## config.mk

```make
export PLATFORM = sky130hd
export DESIGN_NAME = stat_irq_bank
export DESIGN_NICKNAME = d
export VERILOG_FILES = /design/src/rtl/stat_bank_pkg.sv /design/src/rtl/stat_alarm_edge.sv /design/src/rtl/stat_latch_reg.sv /design/src/rtl/stat_irq_bank.sv
export SDC_FILE = /design/constraint.sdc
export NUM_CORES = 1
export LEC_CHECK = 0
export BUFFER_PORTS_ARGS = -buffer_cell sky130_fd_sc_hd__buf_2
export CORE_MARGIN = 2
export CORE_UTILIZATION = 60
export DETAILED_ROUTE_END_ITERATION = 8
export PLACE_DENSITY_LB_ADDON = 0.2
export REMOVE_ABC_BUFFERS = 1
export SYNTH_ARGS = -nofsm -noshare
export SYNTH_HDL_FRONTEND = slang
export SYNTH_HIERARCHICAL = 1
export SYNTH_SLANG_ARGS = --single-unit
```

## constraint.sdc

```tcl
create_clock -name clk_i -period 4.5 [get_ports clk_i]
set_input_delay 1.125 -clock clk_i [delete_from_list [all_inputs] [get_ports clk_i]]
set_output_delay 1.125 -clock clk_i [all_outputs]
set_load 0.02 [all_outputs]
```

## src/rtl/stat_bank_pkg.sv

```systemverilog
package stat_bank_pkg;
  localparam int ADDR_W = 3;
  typedef enum logic [ADDR_W-1:0] {
    SEL_LAT_A = 3'd0,
    SEL_LAT_B = 3'd1,
    SEL_SYNC  = 3'd2,
    SEL_MSK_A = 3'd3,
    SEL_MSK_B = 3'd4
  } reg_sel_e;
endpackage

```

## src/rtl/stat_alarm_edge.sv

```systemverilog
module stat_alarm_edge #(
  parameter int N = 4
) (
  input  logic         clk_i,
  input  logic         rst_ni,
  input  logic [N-1:0] lvl_i,
  output logic [N-1:0] lvl_q_o,
  output logic [N-1:0] chg_o
);
  logic [N-1:0] lvl_q;

  always_ff @(posedge clk_i or negedge rst_ni)
    if (!rst_ni) lvl_q <= '0;
    else         lvl_q <= lvl_i;

  assign chg_o   = lvl_i ^ lvl_q;
  assign lvl_q_o = lvl_q;
endmodule

```

## src/rtl/stat_latch_reg.sv

```systemverilog
module stat_latch_reg #(
  parameter int W = 8
) (
  input  logic         clk_i,
  input  logic         rst_ni,
  input  logic         we_i,
  input  logic [W-1:0] wdata_i,
  input  logic [W-1:0] set_i,
  input  logic [W-1:0] pend_set_i,
  output logic [W-1:0] lat_o,
  output logic [W-1:0] view_o,
  output logic [W-1:0] pend_o
);
  logic         armed;
  logic         snap, clr;
  logic [W-1:0] lat, view, pend, clr_mask, ack_mask;

  // first write snapshots, second write clears
  assign snap     = we_i & ~armed;
  assign clr      = we_i & armed;
  assign clr_mask = clr  ? wdata_i : '0;
  assign ack_mask = snap ? wdata_i : '0;

  always_ff @(posedge clk_i or negedge rst_ni) begin
    if (!rst_ni) begin
      armed <= 1'b0;
      lat   <= '0;
      view  <= '0;
      pend  <= '0;
    end else begin
      if (snap)     armed <= 1'b1;
      else if (clr) armed <= 1'b0;
      lat  <= set_i | (lat & ~clr_mask);
      if (snap) view <= (wdata_i & lat) | (~wdata_i & view);
      pend <= pend_set_i | (pend & ~ack_mask);
    end
  end

  assign lat_o  = lat;
  assign view_o = view;
  assign pend_o = pend;
endmodule

```

## src/rtl/stat_irq_bank.sv

```systemverilog
module stat_irq_bank
  import stat_bank_pkg::*;
#(
  parameter int DW        = 8,
  parameter int NUM_ALARM = 4
) (
  input  logic                 clk_i,
  input  logic                 rst_ni,
  input  logic [ADDR_W-1:0]    addr_i,
  input  logic [DW-1:0]        wdata_i,
  input  logic                 wr_i,
  input  logic                 rd_i,
  output logic [DW-1:0]        rdata_o,
  input  logic [NUM_ALARM-1:0] alarm_i,
  input  logic [DW-NUM_ALARM-1:0] evt_a_i,
  input  logic [DW-1:0]        evt_b_i,
  input  logic [DW-1:0]        sync_i,
  output logic                 irq_no
);
  localparam int EVA_W = DW - NUM_ALARM;

  logic [NUM_ALARM-1:0] alarm_q, alarm_chg;
  logic [DW-1:0] lat_a, view_a, pend_a, lat_b, view_b, pend_b;
  logic [DW-1:0] msk_a, msk_b;
  logic          we_a, we_b;

  stat_alarm_edge #(.N(NUM_ALARM)) u_alarm_edge (
    .clk_i, .rst_ni, .lvl_i(alarm_i), .lvl_q_o(alarm_q), .chg_o(alarm_chg)
  );

  assign we_a = wr_i && (addr_i == SEL_LAT_A);
  assign we_b = wr_i && (addr_i == SEL_LAT_B);

  stat_latch_reg #(.W(DW)) u_lat_a (
    .clk_i, .rst_ni, .we_i(we_a), .wdata_i,
    .set_i({evt_a_i, alarm_i}), .pend_set_i({evt_a_i, alarm_chg}),
    .lat_o(lat_a), .view_o(view_a), .pend_o(pend_a)
  );

  stat_latch_reg #(.W(DW)) u_lat_b (
    .clk_i, .rst_ni, .we_i(we_b), .wdata_i,
    .set_i(evt_b_i), .pend_set_i(evt_b_i),
    .lat_o(lat_b), .view_o(view_b), .pend_o(pend_b)
  );

  always_ff @(posedge clk_i or negedge rst_ni) begin
    if (!rst_ni) begin
      msk_a <= '0;
      msk_b <= '0;
    end else if (wr_i) begin
      if (addr_i == SEL_MSK_A) msk_a <= wdata_i;
      if (addr_i == SEL_MSK_B) msk_b <= wdata_i;
    end
  end

  always_comb begin
    rdata_o = '0;
    if (rd_i) begin
      case (addr_i)
        SEL_LAT_A: rdata_o = view_a;
        SEL_LAT_B: rdata_o = view_b;
        SEL_SYNC:  rdata_o = sync_i;
        SEL_MSK_A: rdata_o = msk_a;
        SEL_MSK_B: rdata_o = msk_b;
        default:   rdata_o = '0;
      endcase
    end
  end

  assign irq_no = ~|((pend_a & msk_a) | (pend_b & msk_b));
endmodule

```

==> Word-level counts from Yosys, hierarchy flattened <==
Index checks and enable logic that the tools add are counted.
{ "word_totals": {"register_bits": 70, "out_inout_bits": 9, "input_bits": 39, "elab_cells": 63} }
{ "op_classes": {"eq_ne": 4, "bitwise": 29, "n_reduce_logical": 9, "mux": 10} }
{ "ops": {"columns": ["cell", "count"], "rows": [
  ["8-bit AND", 10],
  ["8-bit bitwise OR", 7],
  ["8-bit two-way mux", 5],
  ["8-bit inverter", 5],
  ["8-bit case mux with 5 select lines", 1],
  ["8-bit OR reduction", 1],
  ["3-bit by 2-bit == test with 1-bit output, second input constant", 2],
  ["1-bit AND", 4],
  ["1-bit two-way mux", 4],
  ["2-bit AND reduction", 2],
  ["2-bit nonzero test", 2],
  ["4-bit XOR", 1],
  ["3-bit by 1-bit == test with 1-bit output, second input constant", 1],
  ["3-bit == test, second input constant", 1],
  ["3-bit zero test", 1],
  ["1-bit logical AND", 2],
  ["1-bit inverter", 2],
  ["1-bit zero test", 1]
]} }

==> Depth between registers and ports, before layout <==
{ "logic_depth": {"ltp_word": 7, "mapped_depth": 7, "ltp_nobuf": 3} }

==> Modules after synthesis <==
Netlist, hierarchy kept.
{ "modules_own_cells": {"columns": ["mod", "instances", "seq_area_each_um2", "cells_each", "area_each_um2"], "rows": [
  ["stat_latch_reg", 2, 625.6, 69, 996.0],
  ["stat_irq_bank", 1, 400.4, 116, 1201.2],
  ["stat_alarm_edge", 1, 100.1, 8, 135.1]
]} }

==> Worst setup path after synthesis <==
No wires, ideal clock.
{ "synth_path": {"path_kind": "input -> output", "from": "input port addr_i[0]", "to": "output port rdata_o[0]", "required_time_ps": 3375, "t_arrival_ps": 2000, "path_buffers": 2, "path_stages": 5, "setup_slack_ps": 1375, "cell_sequence": "buf_4 -> buf_2 -> mux2i_1 -> o32ai_1 -> o21a_1"} }
{ "synth_between": {"elab_chain_len": 3, "word_cells_on_any_way": 7, "cone_classes": "eq/ne: 4; mux: 2; reduce/logical: 1"} }
{ "synth_rtl": {"columns": ["element", "line", "source"], "rows": [
  ["from (decl)", "stat_irq_bank.sv:9", "input logic [ADDR_W-1:0] addr_i,"],
  ["3-bit == test (tied with other cells)", "stat_irq_bank.sv:59", "case (addr_i)"],
  ["8-bit case mux with 5 select lines *", "stat_irq_bank.sv:59", null],
  ["8-bit two-way mux *", "stat_irq_bank.sv:58", "if (rd_i) begin"],
  ["to (decl)", "stat_irq_bank.sv:13", "output logic [DW-1:0] rdata_o,"]
]} }
Mark *: on every way between the ends. The rest lies on a longest branch, timed or not.

==> Final worst setup path <==
{ "layout_path": {"from": "input port addr_i[0]", "to": "output port rdata_o[5]"} }
The elaborated chain is that of the path after synthesis.

==> summary.txt <==
Run status
  – Outcome: finished clean

Power
  – Pwr/cell area: 432.7 nW/um^2
  – Leak Pwr: 1.552 nW
  – Worst VDD drop: 0.0002560 V

Layout
  – Area of the multi-input gates: 1445 sq um
  – Final net count: 347
  – Diode count: 0
  – Fillers: 412
  – Area growth syn-to-layout: 12.86%
  – Final Core Density: 69.06%
  – Reg area: 1752 sq um
  – Layout cells sized above 1: 33.44%

Clock tree
  – Total CTS buffers: 9
  – CTS Sinks: 70
  – Post-CTS setup buffer count: 0
  – Clk slew on worst S/H paths: 70 ps
  – Clock latency on the worst-skew pair: 340 ps
  – Clk buf depth: 2
  – # resized after CTS: 0
  – CTS tree: yes
  – H-tree level count: 3
  – Clk root buf: clkbuf_8
  – Hold-fix buffers, CTS: 0

Detailed routing
  – Drt drc: 0
  – Iteration-0 DRC Markers: 163
  – Met2 WL post-DR: 3263 microns
  – Routed wire length: 6996 microns
  – Vias post-DR: 2,310
  – Wl on met1: 3178 microns
  – Top sig layer: met4
  – Pre-antenna DRT Iters: 4
  – Wirelength per Cell: 18.27 microns
  – Antenna-violating nets left: 0
  – Routed length on met3: 412 microns
  – Routed vias/inst: 6.031

Floorplan
  – Core Box Area: 5439 sq um
  – Height of the chip: 78.48 microns
  – Die Footprint: 6159 sq um
  – IO Count: 48
  – Die width: 78.48 microns
  – Initial Util: 61.19%
  – Cell Rows: 27

Yosys
  – Mean Syn Cell Area: 12.70 sq um
  – Mapped Area: 3328 sq um
  – Top FF cell, synth: dfrtp_1
  – Post-Synthesis Cells: 262
  – YS warnings: 6
  – Seq/Total Area, Yosys: 52.63%
  – Synth cell types: 32
  – Post-synth EDFFs: 0
  – Asr flop ratio synth: 100.0%
  – Register bit total from synthesis: 70

Timing
  – Max-slew violations: 0
  – RSZ-0062 raised after global routing: false
  – Final min period: 3643 ps
  – Final Skew: 7.621 ps
  – Final setup viols: 0
  – Period utilisation layout: 80.96%
  – Slew @ Worst Pin: 826.1 ps
  – Setup TNS: 0 ps
  – Slew margin rel.: 44.93%
  – Final Hold Fails: 0
  – Peak Freq: 274.5 MHz

Global routing
  – GRT overflow: 0
  – Largest net degree at the start of global routing: 39
  – Vias in the first global route: 2,331
  – First-pass GRT wire length: 11,530 microns
  – Initial antenna violation count: 0
  – Gr usage total: 25.07%

Min path
  – Hold Path Class: register to register

Worst setup path
  – Crit path capture type: output port
  – Req. time, crit path: 3380 ps
  – Peak fanout along the critical path: 37
  – Crit path kind: input pin to output port
  – Startpoint types: input pin
  – Worst Path Arrival: 2520 ps

Job
  – Max-cap violations: 0

Place
  – Post-DP HPWL: 4812 microns
  – GPL Wtd Cong: 0.8086
  – I/O Buffers: 47
synthesized netlist by cell type (3+ instances only):
cell type | count | area share, %
xor2_1 | 6 | 1.6
mux2_2 | 30 | 10
nand3_1 | 16 | 2.4
clkbuf_1 | 4 | 0.45
nand3b_1 | 30 | 6.8
buf_6 | 3 | 1.0
mux2i_1 | 8 | 2.4
dfrtp_1 | 70 | 53
a22o_1 | 4 | 1.1
o21a_1 | 8 | 1.8
o32ai_1 | 8 | 2.1
a221oi_1 | 4 | 1.1
a21o_1 | 30 | 6.8
buf_4 | 4 | 0.90
inv_1 | 8 | 0.90
a21oi_1 | 8 | 1.2
routing by layer:
layer / global-route usage [%] / vias up
met5: 0 / -
met1: 34.62 / 1168
met4: 9.474 / 0
li1: - / 1060
met2: 38.53 / 67
met3: 6.322 / 15
worst paths after layout:
check	cells past startpoint	slack, ps	startpoint	to
worst max-delay path	5	860	addr_i[0]	rdata_o[5]
max in group asynchronous	2	2870	rst_ni	msk_b[4]$_DFFE_PN0P_
worst min register to register	1	470	u_lat_b/lat_o[7]$_DFF_PN0_	u_lat_b/lat_o[7]$_DFF_PN0_
min in group asynchronous	1	880	rst_ni	u_lat_a/pend_o[6]$_DFF_PN0_
worst min-delay path	1	470	u_lat_b/lat_o[7]$_DFF_PN0_	u_lat_b/lat_o[7]$_DFF_PN0_
worst max register to register	2	3050	u_lat_a/armed$_DFFE_PN0P_	register
power breakdown:
group | switching, W | internal, W | leakage (nW) | total (W)
logic | 0.000123 | 0.000175 | 0.735 | 0.000298
clock network | 0.000218 | 0.000239 | 0.0914 | 0.000457
registers | 0.000124 | 0.000746 | 0.725 | 0.000870
area by class of cell:
| class | count | area share, % |
|---|---|---|
| Tap cell | 72 | 2.398 |
| Clock inverter | 1 | 0.1332 |
| Inverter | 8 | 0.7995 |
| Timing Repair Buffer | 51 | 7.062 |
| Clock buffer | 13 | 4.497 |
| Sequential cell | 70 | 46.64 |
| Multi-Input combinational cell | 168 | 38.47 |
cell usage in the layout (no fill, tap or decap), types with 2 or more instances in the layout:
cell type  count
a21o_1        30
xor2_1         6
a22o_1         4
a21o_2         2
mux2_2        30
nand3b_1      30
dfrtp_1       70
mux2i_1        8
inv_1          8
a221oi_1       4
o32ai_1        8
nand3_1       16
a21oi_1        8
buf_2         47
mux2_4         2
o21a_1         8
nand3b_4       2
buf_4          4
clkbuf_8      12
worst max-delay path: stages:
cell and delay (ps):
buf_2 570, o21ai_0 150, and2_1 320, o21a_1 180, buf_2 160
kinds of logic after synthesis:
kind of cell,count (synthesis),synth area share [%]
DFF,70,52.63
and+or+nand+nor,57,13.08
buffers and inverters,24,4.586
muxes,40,13.46
AOI/OAI and AO/OA,65,14.66
xor gates and xnor gates,6,1.579
through the flow:
| step | std cells | cell area, sq um | power [W] | worst slack (ps) | hold WS, ps |
|---|---|---|---|---|---|
| detailed placement | 369 | 3582 | 0.001178 | 897.6 | 461.4 |
| global route | 383 | 3756 | 0.001705 | 750.1 | 486.9 |
| finish | 383 | 3756 | 0.001625 | 856.9 | 471.3 |
| CTS | 383 | 3756 | 0.001633 | 890.5 | 476.5 |
| global placement | 369 | 3582 | 0.001163 | 937.3 | 456.5 |
| floorplan | 246 | 3206 | 0.001037 | 1012 | 445.2 |
Note: power is estimated with default switching activity, not from simulation.
